$ cat src/rtl/bseq_pkg.sv
package bseq_pkg;
    localparam int BEAT_W = 2;

    typedef enum logic [0:0] {
        ST_IDLE  = 1'b0,
        ST_BURST = 1'b1
    } bseq_state_e;

    typedef enum logic [2:0] {
        OP_HOLD,
        OP_LOAD,
        OP_DESEL,
        OP_STEP,
        OP_NOP
    } bseq_op_e;
endpackage

$ cat src/rtl/bseq_order.sv
module bseq_order
    import bseq_pkg::*;
(
    input  logic [BEAT_W-1:0] start_lo,
    input  logic [BEAT_W-1:0] beat,
    input  logic              interleave,
    output logic [BEAT_W-1:0] addr_lo
);
    logic [BEAT_W-1:0] lin_lo;
    logic [BEAT_W-1:0] ilv_lo;

    always_comb begin
        lin_lo = start_lo + beat;
    end

    genvar b;
    generate
        for (b = 0; b < BEAT_W; b++) begin : g_ilv
            assign ilv_lo[b] = start_lo[b] ^ beat[b];
        end
    endgenerate

    always_comb begin
        addr_lo = interleave ? ilv_lo : lin_lo;
    end
endmodule

$ cat src/rtl/bseq_ctrl.sv
module bseq_ctrl
    import bseq_pkg::*;
#(
    parameter int ADDR_W = 16
) (
    input  logic              clk,
    input  logic              rst_n,
    input  logic              clk_en_n,
    input  logic              ld_adv_n,
    input  logic              sel,
    input  logic              wr_n,
    input  logic              mode,
    input  logic [ADDR_W-1:0] addr_in,
    output logic [ADDR_W-1:0] start_q,
    output logic [BEAT_W-1:0] beat_q,
    output logic              mode_q,
    output logic              dir_q,
    output logic              active
);
    bseq_state_e state_q, state_d;
    bseq_op_e    op;

    always_comb begin
        if (clk_en_n)
            op = OP_HOLD;
        else if (!ld_adv_n)
            op = sel ? OP_LOAD : OP_DESEL;
        else if (state_q == ST_BURST)
            op = OP_STEP;
        else
            op = OP_NOP;
    end

    always_comb begin
        state_d = state_q;
        unique case (state_q)
            ST_IDLE: begin
                if (op == OP_LOAD) state_d = ST_BURST;    // LOAD_SEL
            end
            ST_BURST: begin
                if (op == OP_DESEL) state_d = ST_IDLE;    // DESELECT
            end
            default: state_d = ST_IDLE;
        endcase
    end

    always_ff @(posedge clk or negedge rst_n) begin
        if (!rst_n) state_q <= ST_IDLE;
        else        state_q <= state_d;
    end

    always_ff @(posedge clk or negedge rst_n) begin
        if (!rst_n) begin
            start_q <= '0;
            beat_q  <= '0;
            mode_q  <= 1'b0;
            dir_q   <= 1'b0;
        end else begin
            unique case (op)
                OP_LOAD: begin
                    start_q <= addr_in;
                    beat_q  <= '0;
                    mode_q  <= mode;
                    dir_q   <= ~wr_n;
                end
                OP_STEP: beat_q <= beat_q + 1'b1;
                default: ;
            endcase
        end
    end

    assign active = (state_q == ST_BURST);

    assert_idle_step_R8: assert property (@(posedge clk) disable iff (!rst_n)
        (!clk_en_n && ld_adv_n && !active) |=> (!active && $stable(beat_q) && $stable(start_q)));

    assert_desel_R7: assert property (@(posedge clk) disable iff (!rst_n)
        (!clk_en_n && !ld_adv_n && !sel) |=> (!active && $stable(start_q) && $stable(dir_q) && $stable(beat_q)));

    assert_step_dir_R6: assert property (@(posedge clk) disable iff (!rst_n)
        (!clk_en_n && ld_adv_n && active) |=> (active && $stable(dir_q) && $stable(mode_q) && $stable(start_q)));
endmodule

$ cat src/rtl/bseq_top.sv
module bseq_top
    import bseq_pkg::*;
#(
    parameter int ADDR_W = 16
) (
    input  logic              clk,
    input  logic              rst_n,
    input  logic              clk_en_n,
    input  logic              ld_adv_n,
    input  logic              sel,
    input  logic              wr_n,
    input  logic              mode,
    input  logic [ADDR_W-1:0] addr_in,
    output logic [ADDR_W-1:0] addr_out,
    output logic              dir_wr,
    output logic              burst_active
);
    logic [ADDR_W-1:0] start_q;
    logic [BEAT_W-1:0] beat_q;
    logic              mode_q;
    logic [BEAT_W-1:0] lo;

    bseq_ctrl #(.ADDR_W(ADDR_W)) u_ctrl (
        .clk      (clk),
        .rst_n    (rst_n),
        .clk_en_n (clk_en_n),
        .ld_adv_n (ld_adv_n),
        .sel      (sel),
        .wr_n     (wr_n),
        .mode     (mode),
        .addr_in  (addr_in),
        .start_q  (start_q),
        .beat_q   (beat_q),
        .mode_q   (mode_q),
        .dir_q    (dir_wr),
        .active   (burst_active)
    );

    bseq_order u_order (
        .start_lo   (start_q[BEAT_W-1:0]),
        .beat       (beat_q),
        .interleave (mode_q),
        .addr_lo    (lo)
    );

    assign addr_out = {start_q[ADDR_W-1:BEAT_W], lo};

    assert_hold_R9: assert property (@(posedge clk) disable iff (!rst_n)
        clk_en_n |=> ($stable(addr_out) && $stable(dir_wr) && $stable(burst_active)));

    assert_load_R2: assert property (@(posedge clk) disable iff (!rst_n)
        (!clk_en_n && !ld_adv_n && sel) |=>
        (burst_active && addr_out == $past(addr_in) && dir_wr == !$past(wr_n)));

    assert_upper_R5: assert property (@(posedge clk) disable iff (!rst_n)
        (!clk_en_n && ld_adv_n) |=> $stable(addr_out[ADDR_W-1:BEAT_W]));
endmodule

$ cat config.mk
export PLATFORM = sky130hd
export DESIGN_NAME = bseq_top
export DESIGN_NICKNAME = d
export VERILOG_FILES = /design/src/rtl/bseq_pkg.sv /design/src/rtl/bseq_order.sv /design/src/rtl/bseq_ctrl.sv /design/src/rtl/bseq_top.sv
export SDC_FILE = /design/constraint.sdc
export NUM_CORES = 1
export LEC_CHECK = 0
export ABC_AREA = 0
export BUFFER_PORTS_ARGS = -buffer_cell sky130_fd_sc_hd__buf_4
export CORE_ASPECT_RATIO = 0.9
export CORE_MARGIN = 2
export CORE_UTILIZATION = 41
export CTS_CLUSTER_DIAMETER = 200
export DETAILED_ROUTE_END_ITERATION = 10
export PLACE_DENSITY = 0.77
export RECOVER_POWER = 100
export SLEW_MARGIN = 20
export SYNTH_ARGS = -nofsm -noshare
export SYNTH_HDL_FRONTEND = slang
export SYNTH_HIERARCHICAL = 1
export SYNTH_SLANG_ARGS = --single-unit
export TNS_END_PERCENT = 1
$ cat constraint.sdc
create_clock -name clk -period 1.1 [get_ports clk]
set_input_delay 0.055 -clock clk [delete_from_list [all_inputs] [get_ports clk]]
set_output_delay 0.055 -clock clk [all_outputs]
set_load 0.02 [all_outputs]
==> results of run 1 <==
==> layer usage <==
metal,track usage,up-vias,wire length (um)
li1,-,337,-
met4,0.0750,0,41
met2,0.307,27,1200
met1,0.231,349,968
met5,0,-,0
met3,0.0460,4,97
==> final cells by class <==
| cell class | count | share of cell area |
|---|---|---|
| well taps | 27 | 0.0221 |
| clock buffers | 3 | 0.0148 |
| clock inverters | 1 | 0.00328 |
| flip-flops and latches | 21 | 0.345 |
| repair buffers | 66 | 0.357 |
| multi-input cells | 34 | 0.258 |
==> what timing repair did <==
item | CTS | global route
hold endpoints to repair | 39 | 0
gates resized for setup | 7 | 3
buffers inserted | 2 | 2
endpoints found under the setup margin | 3 | 5
hold buffers | 19 | 0
pin swaps | 1 | 1
==> worst reg2reg max path, cell delays in order, from the launching register on <==
cell,delay [ns]
dfrtp_1,0.43
buf_4,0.15
buf_4,0.14
nand2_2,0.07
mux2_4,0.29
a22o_1,0.19
==> power groups by stage <==
stage,logic [mW],clock network (mW),registers (mW)
after floorplan,0.439,0,1.18
after global placement,0.920,0,1.05
after detailed placement,0.955,0,1.06
after CTS,1.11,0.374,1.05
after global routing,1.19,0.412,1.08
final,1.11,0.368,1.06
==> metrics by stage <==
step	cells	setup WS, ns	TNS, ns
5_1_grt	152	-0.319	-0.909
3_5_place_dp	125	-0.124	-2.00
6_report	152	-0.264	-0.767
4_1_cts	150	-0.285	-0.503
2_1_floorplan	57	-0.0216	-0.0216
3_3_place_gp	125	-0.105	-1.73
==> state kept, by name, summed over array words and instances (netlist names) <==
name            count
u_ctrl/mode_q       1
u_ctrl/dir_q        1
u_ctrl/beat_q       2
u_ctrl/active       1
u_ctrl/start_q     16
==> worst min-delay path by stage <==
stage | from | end
floorplan | rst_n | u_ctrl/active
global placement | rst_n | u_ctrl/start_q[13]
detailed placement | rst_n | u_ctrl/start_q[13]
CTS | ld_adv_n | u_ctrl/beat_q[0]
global route | ld_adv_n | u_ctrl/beat_q[1]
finish | clk_en_n | u_ctrl/active
==> cell usage in the layout (no fill, tap or decap) <==
cell type       n
clkbuf_1        1
dlygate4sd3_1  19
xnor2_2         2
mux2_2          1
dfrtp_1        20
or3b_4          1
clkinv_2        1
mux2_1          7
clkbuf_2        1
a22o_1          2
dfrtp_2         1
nand2_1         2
mux2_4         11
buf_4          42
buf_6           2
ha_4            1
o21bai_1        1
nor2_1          2
nand2_2         1
o21ai_0         2
nor2b_4         1
clkbuf_4        4
==> kinds of logic (layout without fill, tap and decap cells) <==
logic type,count (synthesis),in the layout,share of synthesized area
buf+inv,2,70,0.0243
flops,21,21,0.567
mux,19,19,0.300
compound gates,5,5,0.0378
simple gates,7,7,0.0391
fa+ha+maj,1,1,0.0135
xor+xnor,2,2,0.0189
==> results by group, run 1 <==
Run status
  – Status: complete, but fails checks
  – Violated checks: setup timing

Worst setup path
  – RR Startpoint: u_ctrl/beat_q[0]
  – CP bufs+invs: 1
  – Crit. Startpoint: u_ctrl/beat_q[0]
  – Reg-to-Reg End: u_ctrl/beat_q[1]
  – Max incr delay on CP: 0.43 ns
  – Startpoint types: flop
  – Setup crit end kind: output port
  – CP Data Required Time: ~1.0 ns
  – Reg2reg setup slack: -0.26 ns
  – Crit. path cell count: 4
  – Kind of critical path: flop to output port
  – Setup crit end: addr_out[1]
  – CP delay by family, top: flip-flops
  – Crit-path max FO: 2
  – Crit path arrival time: approximately 1.3 ns
  – Slowest stage cell, crit path: dfrtp_1
  – Cells along the critical path: ha_4 > nor2b_4 > xnor2_2 > buf_4
  – Register-to-Register Path Depth: 5

Logic synthesis
  – Number of enable flip-flop cells after synthesis: 0
  – Yosys warning total: 6
  – Post-Syn Nets: between 80 and 90
  – Primary FF master, synth: dfrtp_1
  – Synth top area share: 0.567
  – Synth Register Bits: 21
  – Synth area leader: dfrtp_1
  – Most frequent cells after synthesis: dfrtp_1 (21), mux2_4 (17), nand2_1 (3)
  – Cells after Synth: 57
  – Ranking of synthesized cells by area: dfrtp_1 (57%), mux2_4 (28%), buf_6 (2.4%)
  – Most frequent cell after synthesis: dfrtp_1
  – Register area share after synthesis: 0.567
  – Ys async rst share: 1.00
  – Syn Std Cell Area: 927 um^2
  – Unique masters post-synth: 13
  – Syn_area_per_cell: between 15 and 20 um^2

Route
  – Detailed Route WL: between 2 and 2.5 mm
  – TritonRoute pass-1 iters: 4
  – Mean routed wirelength per cell: 15.2 um
  – Vias/cell: between 4 and 5
  – Post-route ant nets: 0
  – Starting DRC count in detailed routing: 13
  – Via count: ~720
  – Drt drc: 0

Hold path
  – HP Class: input port to flop
  – Hold Crit Depth: 4

Die
  – Core Area: roughly 2200 um^2
  – Die ar.: roughly 2700 um^2
  – Die H: 49.1 um
  – IO Count: 41
  – Initial Utilization: 0.429
  – # rows: 16
  – Horiz. Die Dim: 54.1 um

Placement
  – Placed Area: roughly 1300 um^2
  – IO buf count: 40
  – Post-DP HPWL: ~1.4 mm
  – Gpl congestion: around 0.67

Power
  – Switching share of power: 0.330
  – Sequential Power Share: 0.418
  – Tot Pwr: 2.55 mW
  – Clk network pwr share: 0.145
  – Net switching power: 841 uW
  – Int Power: 1.71 mW
  – Comb pwr share: 0.437
  – Pwr Density: 1670 nW/um^2
  – Leakage: roughly 0.76 nW
  – Max VDD drop: ~1100 uV

GRT
  – GRT Total Usage: 0.188
  – Initial antenna violation count: 0
  – First-pass GRT wire length: approximately 3.5 mm
  – Vias in the first global route: ~720
  – Largest net degree at the start of global routing: 22
  – Overflow after GRT: 0

STA
  – RSZ-0062 raised after global routing: true
  – Tcrit/Tclk final: 1.24
  – Hold Slack: between 0.1 and 0.15 ns
  – Finish-stage setup viols: 4
  – Clock Skew: 0.000684 ns
  – Worst Setup Slack, final: -0.264 ns
  – Worst-Margin Slew: ~0.53 ns
  – Max Freq: ~730 MHz
  – Tmin final: 1.36 ns
  – Fin. Hold Viols: 0
  – Max-slew violations: 0
  – Slew headroom: 0.649

Clock network
  – Worst-Skew Late Latency: ~0.30 ns
  – H-tree depth: 1
  – Clock buffer depth: 2
  – CTS sink cnt: 21
  – CTS root buf: clkbuf_4
  – Reg clk slew, reported paths: ~0.12 ns
  – Num CTS Buffers: 3
  – CTS tree: built

Finish
  – Seq. cell area: between 500 and 600 um^2
  – Area grow syn2layout: 64.6%
  – Nets: 150
  – Filler instances: 142
  – Multi-input logic area: between 300 and 400 um^2
  – Post-layout util: 0.706
  – Diodes inserted: 0
  – Final Instance Area: roughly 1500 um^2
  – Share of cells above drive strength 1: 0.552

Job
  – Max Cap Viol: 0
(Power assumes the default switching activity.)
==> inputs of run 2 (changes only) <==
--- a/config.mk
+++ b/config.mk
@@ -7,13 +7,14 @@
 export LEC_CHECK = 0
 export ABC_AREA = 0
 export BUFFER_PORTS_ARGS = -buffer_cell sky130_fd_sc_hd__buf_4
-export CORE_ASPECT_RATIO = 0.9
+export CORE_ASPECT_RATIO = 1.1
 export CORE_MARGIN = 2
-export CORE_UTILIZATION = 41
+export CORE_UTILIZATION = 45
 export CTS_CLUSTER_DIAMETER = 200
 export DETAILED_ROUTE_END_ITERATION = 10
-export PLACE_DENSITY = 0.77
+export PLACE_DENSITY = 0.8
 export RECOVER_POWER = 100
+export REMOVE_ABC_BUFFERS = 1
 export SLEW_MARGIN = 20
 export SYNTH_ARGS = -nofsm -noshare
 export SYNTH_HDL_FRONTEND = slang
==> constraint.sdc (replaced) <==
create_clock -name clk -period 1.3 [get_ports clk]
set_input_delay 0.065 -clock clk [delete_from_list [all_inputs] [get_ports clk]]
set_output_delay 0.065 -clock clk [all_outputs]
set_load 0.02 [all_outputs]
==> results by group, run 2 (same netlist as run 1, synthesis figures left out) <==
Finish
  – Area grow syn2layout: 46.0%
  – Diodes inserted: 0 (unchanged)
  – Largest regs: u_ctrl/start_q (16), u_ctrl/beat_q (2)
  – Most frequent cells in the layout: buf_4 (24), dfrtp_1 (21), dlygate4sd3_1 (19)
  – Share of cells above drive strength 1: 0.283 (-0.269)
  – Nets: 145 (-3.3%)
  – Flip-flop count of the largest register after layout: 16 (unchanged)
  – Post-layout util: 0.684 (-0.0216)
  – Top reg by flops: u_ctrl/start_q
  – Commonest non-fill, non-tap cell in the layout: buf_4

STA
  – Tmin final: approximately 1.4 ns
  – Finish-stage setup viols: 1 (-3)
  – Tcrit/Tclk final: 1.05
  – Final setup TNS: -0.0691 ns (+0.698 ns)
  – Worst-Margin Slew: 0.843 ns (+0.317 ns)
  – Worst Setup Slack, final: -0.0691 ns (+0.195 ns)
  – Fin. Hold Viols: 0 (unchanged)
  – Max Freq: ~730 MHz
  – Slew headroom: 0.438 (-0.212)
  – RSZ-0062 raised after global routing: true
  – Max-slew violations: 0 (unchanged)
  – Hold Slack: 0.0165 ns (-0.0974 ns)
  – Clock Skew: 0.000238 ns (-0.000446 ns)

Power
  – Leakage: 0.616 nW (-19%)
  – Max VDD drop: 968 uV (-12%)
  – Pwr Density: 1380 nW/um^2 (-17%)

Worst setup path
  – Startpoint types: flop
  – Crit-path max FO: 2 (unchanged)
  – Slowest stage cell, crit path: dfrtp_1
  – Crit path arrival time: 1.30 ns (about the same)
  – Cells along the critical path: ha_2 > nor2b_4 > xnor2_1 > buf_4
  – Kind of critical path: flop to output port
  – Max incr delay on CP: 0.40 ns (-0.03 ns)
  – Setup crit end kind: output port
  – Register-to-Register Path Depth: 4 (-1)
  – CP Data Required Time: 1.24 ns (+0.20 ns)

Placement
  – Gpl congestion: 0.736 (+9.8%)
  – Setup slack at placement: 0.0459 ns (+0.170 ns)
  – IO buf count: 40 (unchanged)

Die
  – Core Area: 1980 um^2 (-8.5%)
  – Die ar.: 2440 um^2 (-8.2%)
  – Horiz. Die Dim: 47.3 um (-13%)
  – Initial Utilization: 0.469 (+0.0399)
  – IO Count: 41 (unchanged)
  – # rows: 17 (+1)
  – Die H: 51.6 um (+5.1%)

Clock network
  – Clock buffer depth: 2 (unchanged)
  – CTS root buf: clkbuf_4
  – CTS sink cnt: 21 (unchanged)
  – Reg clk slew, reported paths: 0.12 ns (about the same)
  – H-tree depth: 1 (unchanged)
  – CTS tree: built
  – Worst-Skew Late Latency: 0.30 ns (about the same)
  – Num CTS Buffers: 3 (unchanged)

Job
  – Max Cap Viol: 0 (unchanged)

GRT
  – Vias in the first global route: 758 (+5.9%)
  – GRT Total Usage: 0.190 (+0.00248)
  – Overflow after GRT: 0 (unchanged)
  – Largest net degree at the start of global routing: 22 (unchanged)
  – First-pass GRT wire length: 3.16 mm (-8.4%)
  – Initial antenna violation count: 0 (unchanged)

Route
  – Vias/cell: 4.68 (-0.88%)
  – Starting DRC count in detailed routing: 7 (-6)
  – Drt drc: 0 (unchanged)
  – Detailed Route WL: 2.00 mm (-13%)
  – Post-route ant nets: 0 (unchanged)
  – TritonRoute pass-1 iters: 3 (-1)
  – Mean routed wirelength per cell: 13.5 um (-11%)
  – Via count: 692 (-3.5%)

Hold path
  – HP Class: input port to flop
  – Hold Crit Depth: 2 (-2)

Run status
  – Status: complete, but fails checks
  – Violated checks: setup timing
run 2: cell types whose count changed in the layout (fill, tap and decap cells not counted), sizes merged:
cell / before / now
buf: 44 / 24
clkbuf: 6 / 21
run 2: stage by stage:
step / instances / total power, mW / area [um^2]
2_1_floorplan: 55 / 1.34 / 905
3_3_place_gp: 123 / 1.64 / 1240
3_5_place_dp: 123 / 1.66 / 1240
4_1_cts: 148 / 2.05 / 1480
5_1_grt: 148 / 1.97 / 1350
6_report: 148 / 1.87 / 1350
run 2: per-layer routing:
metal  up-vias  wire, um  global-route usage
li1        326         -                   -
met1       340       772               0.213
met2        24      1120               0.336
met3         2        92              0.0347
met4         0        14              0.0833
met5         -         0                   0
run 2: area by class of cell:
cell class                      count  area (um^2)
Fill cell                         178          624
Sequential cell                    21          526
Timing Repair Buffer               61          439
Multi-Input combinational cell     34          327
Tap cell                           28         35.0
Clock buffer                        3         22.5
Clock inverter                      1         5.00
run 2: repair_timing:
action | in CTS | in global routing
pin swaps | 2 | 2
gates cloned | 0 | 0
hold buffers | 19 | 0
endpoints found under the hold margin | 39 | 0
resized for setup | 3 | 0
buffers inserted | 2 | 0
setup endpoints to repair | 1 | 1
run 2: critical path, delay by kind of cell (launching register included):
kind	cells	cell delay, ns
buffers and inverters	1	0.16
adder cells (fa/ha/maj)	1	0.19
flip-flops	1	0.40
XOR/XNOR	1	0.14
AND/OR/NAND/NOR	1	0.12
run 2: report_power, final:
part / switching (mW) / internal [mW] / total [mW]
logic: 0.351 / 0.330 / 0.680
registers: 0.0890 / 0.786 / 0.875
clock network: 0.197 / 0.115 / 0.311
total: 0.636 / 1.23 / 1.87
run 2: final timing paths:
| kind | start | endpoint | slack [ns] |
|---|---|---|---|
| max in group asynchronous | rst_n | u_ctrl/beat_q[1] | 0.72 |
| worst max register to register | u_ctrl/beat_q[0] | u_ctrl/beat_q[1] | 0.09 |
| worst min-delay path | ld_adv_n | u_ctrl/beat_q[1] | 0.02 |
| min in group asynchronous | rst_n | u_ctrl/start_q[1] | 0.25 |
| worst max-delay path | u_ctrl/start_q[0] | addr_out[1] | -0.07 |
| worst min register to register | u_ctrl/start_q[3] | u_ctrl/start_q[3] | 0.51 |
==> inputs of run 3 (changes only) <==
--- a/config.mk
+++ b/config.mk
@@ -9,10 +9,10 @@
 export BUFFER_PORTS_ARGS = -buffer_cell sky130_fd_sc_hd__buf_4
 export CORE_ASPECT_RATIO = 1.1
 export CORE_MARGIN = 2
-export CORE_UTILIZATION = 45
+export CORE_UTILIZATION = 35
 export CTS_CLUSTER_DIAMETER = 200
 export DETAILED_ROUTE_END_ITERATION = 10
-export PLACE_DENSITY = 0.8
+export PLACE_DENSITY = 0.65
 export RECOVER_POWER = 100
 export REMOVE_ABC_BUFFERS = 1
 export SLEW_MARGIN = 20
==> constraint.sdc (replaced) <==
create_clock -name clk -period 1.65 [get_ports clk]
set_input_delay 0.0825 -clock clk [delete_from_list [all_inputs] [get_ports clk]]
set_output_delay 0.0825 -clock clk [all_outputs]
set_load 0.02 [all_outputs]
==> results by group, run 3 (same netlist as run 1, synthesis figures left out) <==
Run status
  – Status: complete, but fails checks
  – Violated checks: hold timing

Finish
  – Filler instances: 251 (+41%)
  – Share of cells above drive strength 1: 0.245 (-0.0379)
  – Flip-flop count of the largest register after layout: 16 (unchanged)
  – Top reg by flops: u_ctrl/start_q
  – Diodes inserted: 0 (unchanged)
  – Area grow syn2layout: 34.1%
  – Most frequent cells in the layout: buf_4 (21), dfrtp_1 (21), clkbuf_1 (19)
  – Nets: 135 (-6.9%)
  – Largest regs: u_ctrl/start_q (16), u_ctrl/beat_q (2)

STA
  – Tcrit/Tclk final: 0.904
  – Tmin final: 1.49 ns
  – Finish-stage setup viols: 0 (-1)
  – Worst-Margin Slew: 1.09 ns (+0.242 ns)
  – Max-slew violations: 0 (unchanged)
  – Fin. Hold Viols: 3 (+3)
  – Max Freq: between 600 and 700 MHz
  – Clock Skew: 0.000224 ns (-0.0000142 ns)
  – Slew headroom: 0.277 (-0.161)
  – Final setup TNS: 0 ns (+0.0691 ns)
  – Hold Slack: -0.00293 ns (-0.0194 ns)
  – RSZ-0062 raised after global routing: false

Power
  – Leakage: 0.562 nW (-8.9%)
  – Max VDD drop: 689 uV (-29%)
  – Clk network pwr share: 0.172 (+0.005)
  – Int Power: 909 uW (-26%)
  – Net switching power: 480 uW (-25%)
  – Pwr Density: 1120 nW/um^2 (-19%)
  – Sequential Power Share: 0.500 (+0.031)
  – Switching share of power: 0.346 (+0.00466)
  – Comb pwr share: 0.328 (-0.036)
  – Tot Pwr: 1.39 mW (-26%)

Route
  – Starting DRC count in detailed routing: 3 (-4)
  – WL met2: 812 um (-27%)
  – TritonRoute pass-1 iters: 2 (-1)
  – Routed metal-1 wire length: 796 um (+3.1%)
  – DR WL met3: 129 um (+40%)
  – Detailed Route WL: 1.74 mm (-13%)
  – Post-route ant nets: 0 (unchanged)
  – Vias/cell: 4.46 (-4.6%)
  – Drt drc: 0 (unchanged)
  – Via count: 629 (-9.1%)
  – Mean routed wirelength per cell: 12.3 um (-8.7%)
  – Highest metal used: met3

Clock network
  – Worst-Skew Late Latency: 0.29 ns (about the same)
  – H-tree depth: 1 (unchanged)
  – Num CTS Buffers: 3 (unchanged)
  – CTS root buf: clkbuf_4
  – Clock buffer depth: 2 (unchanged)
  – CTS tree: built
  – Post-CTS Setup Inserts: 0 (-2)
  – CTS sink cnt: 21 (unchanged)
  – Reg clk slew, reported paths: 0.11 ns (about the same)

Worst setup path
  – Register-to-Register Path Depth: 3 (-1)
  – RR Startpoint: u_ctrl/beat_q[0]
  – CP Data Required Time: 1.57 ns (+0.33 ns)
  – Crit-path max FO: 5 (+3)
  – Setup crit end kind: output port
  – Kind of critical path: flop to output port
  – Reg2reg setup slack: 0.51 ns (+0.42 ns)
  – Reg-to-Reg End: u_ctrl/beat_q[1]
  – Crit path arrival time: 1.41 ns (+0.11 ns)
  – Startpoint types: flop

Hold path
  – Hold path start: addr_in[11]
  – Hold EP: u_ctrl/start_q[11]
  – Hold Crit Depth: 2 (unchanged)
  – HP Class: input port to flop

Placement
  – Post-DP HPWL: ~1.2 mm
  – Gpl congestion: 0.739 (+0.41%)
  – IO buf count: 40 (unchanged)

Die
  – Horiz. Die Dim: 53.1 um (+12%)
  – Die H: 58.0 um (+12%)
  – IO Count: 41 (unchanged)
  – # rows: 19 (+2)
  – Initial Utilization: 0.368 (-0.101)
  – Die ar.: 3080 um^2 (+26%)
  – Core Area: 2520 um^2 (+27%)

GRT
  – First-pass GRT wire length: 2.73 mm (-14%)
  – Largest net degree at the start of global routing: 22 (unchanged)
  – Initial antenna violation count: 0 (unchanged)
  – Vias in the first global route: 631 (-17%)
  – Overflow after GRT: 0 (unchanged)
  – GRT Total Usage: 0.118 (-0.0722)

Job
  – Max Cap Viol: 0 (unchanged)
## run 3: cell types whose count changed in the layout (fill, tap and decap cells not counted), sizes merged
cell,previous run,this run
clkbuf,21,22
dlygate4sd3,19,11
buf,24,21
## run 3: power groups by stage
stage / Combinational (mW) / Clock, mW / Sequential, mW
floorplan: 0.270 / 0 / 0.784
global placement: 0.587 / 0 / 0.707
detailed placement: 0.598 / 0 / 0.706
CTS: 0.604 / 0.249 / 0.701
global route: 0.491 / 0.270 / 0.712
finish: 0.456 / 0.239 / 0.694
## run 3: routing by layer
layer | up-vias | track usage
li1 | 305 | -
met1 | 299 | 0.157
met2 | 25 | 0.188
met3 | 0 | 0.0335
met4 | 0 | 0.0330
met5 | - | 0
## run 3: how the worst max path moves through the flow
| stage | depth (start not counted) | to | slack [ns] | startpoint |
|---|---|---|---|---|
| 2_1_floorplan | 3 | addr_out[1] | 0.50 | u_ctrl/beat_q[0] |
| 3_3_place_gp | 3 | u_ctrl/start_q[2] | 0.40 | ld_adv_n |
| 3_5_place_dp | 3 | u_ctrl/start_q[10] | 0.38 | ld_adv_n |
| 4_1_cts | 4 | addr_out[1] | 0.22 | u_ctrl/beat_q[0] |
| 5_1_grt | 4 | addr_out[1] | 0.11 | u_ctrl/beat_q[0] |
| 6_report | 4 | addr_out[1] | 0.16 | u_ctrl/beat_q[0] |
## run 3: per-stage QoR
step | setup WS [ns] | hold WS, ns | util | cell area (um^2) | std cells
floorplan | 0.499 | -0.213 | - | 905 | 55
global placement | 0.401 | -0.0202 | 0.494 | 1240 | 126
detailed placement | 0.384 | -0.0218 | 0.494 | 1240 | 126
CTS | 0.223 | 0.00106 | 0.520 | 1310 | 134
global route | 0.111 | -0.0188 | 0.494 | 1240 | 141
finish | 0.158 | -0.00293 | 0.494 | 1240 | 141
## run 3: critical path, cell delays in order, from the launching register on
cell	delay [ns]
dfrtp_1	0.43
ha_1	0.19
nor2b_1	0.13
xnor2_1	0.12
clkbuf_1	0.25
## run 3: layout make-up
| cell class | instances | area [um^2] | area share |
|---|---|---|---|
| Clock inverter | 1 | 5.00 | 0.00402 |
| Tap cell | 31 | 38.8 | 0.0312 |
| Clock buffer | 3 | 22.5 | 0.0181 |
| Sequential cell | 21 | 526 | 0.423 |
| Multi-Input combinational cell | 34 | 313 | 0.252 |
| Timing Repair Buffer | 51 | 339 | 0.273 |
## run 3: repair_timing
| action | CTS | global route |
|---|---|---|
| hold buffers | 4 | 7 |
| setup endpoints to repair | 0 | 0 |
| hold endpoints to repair | 24 | 7 |
| gates resized for setup | 0 | 0 |
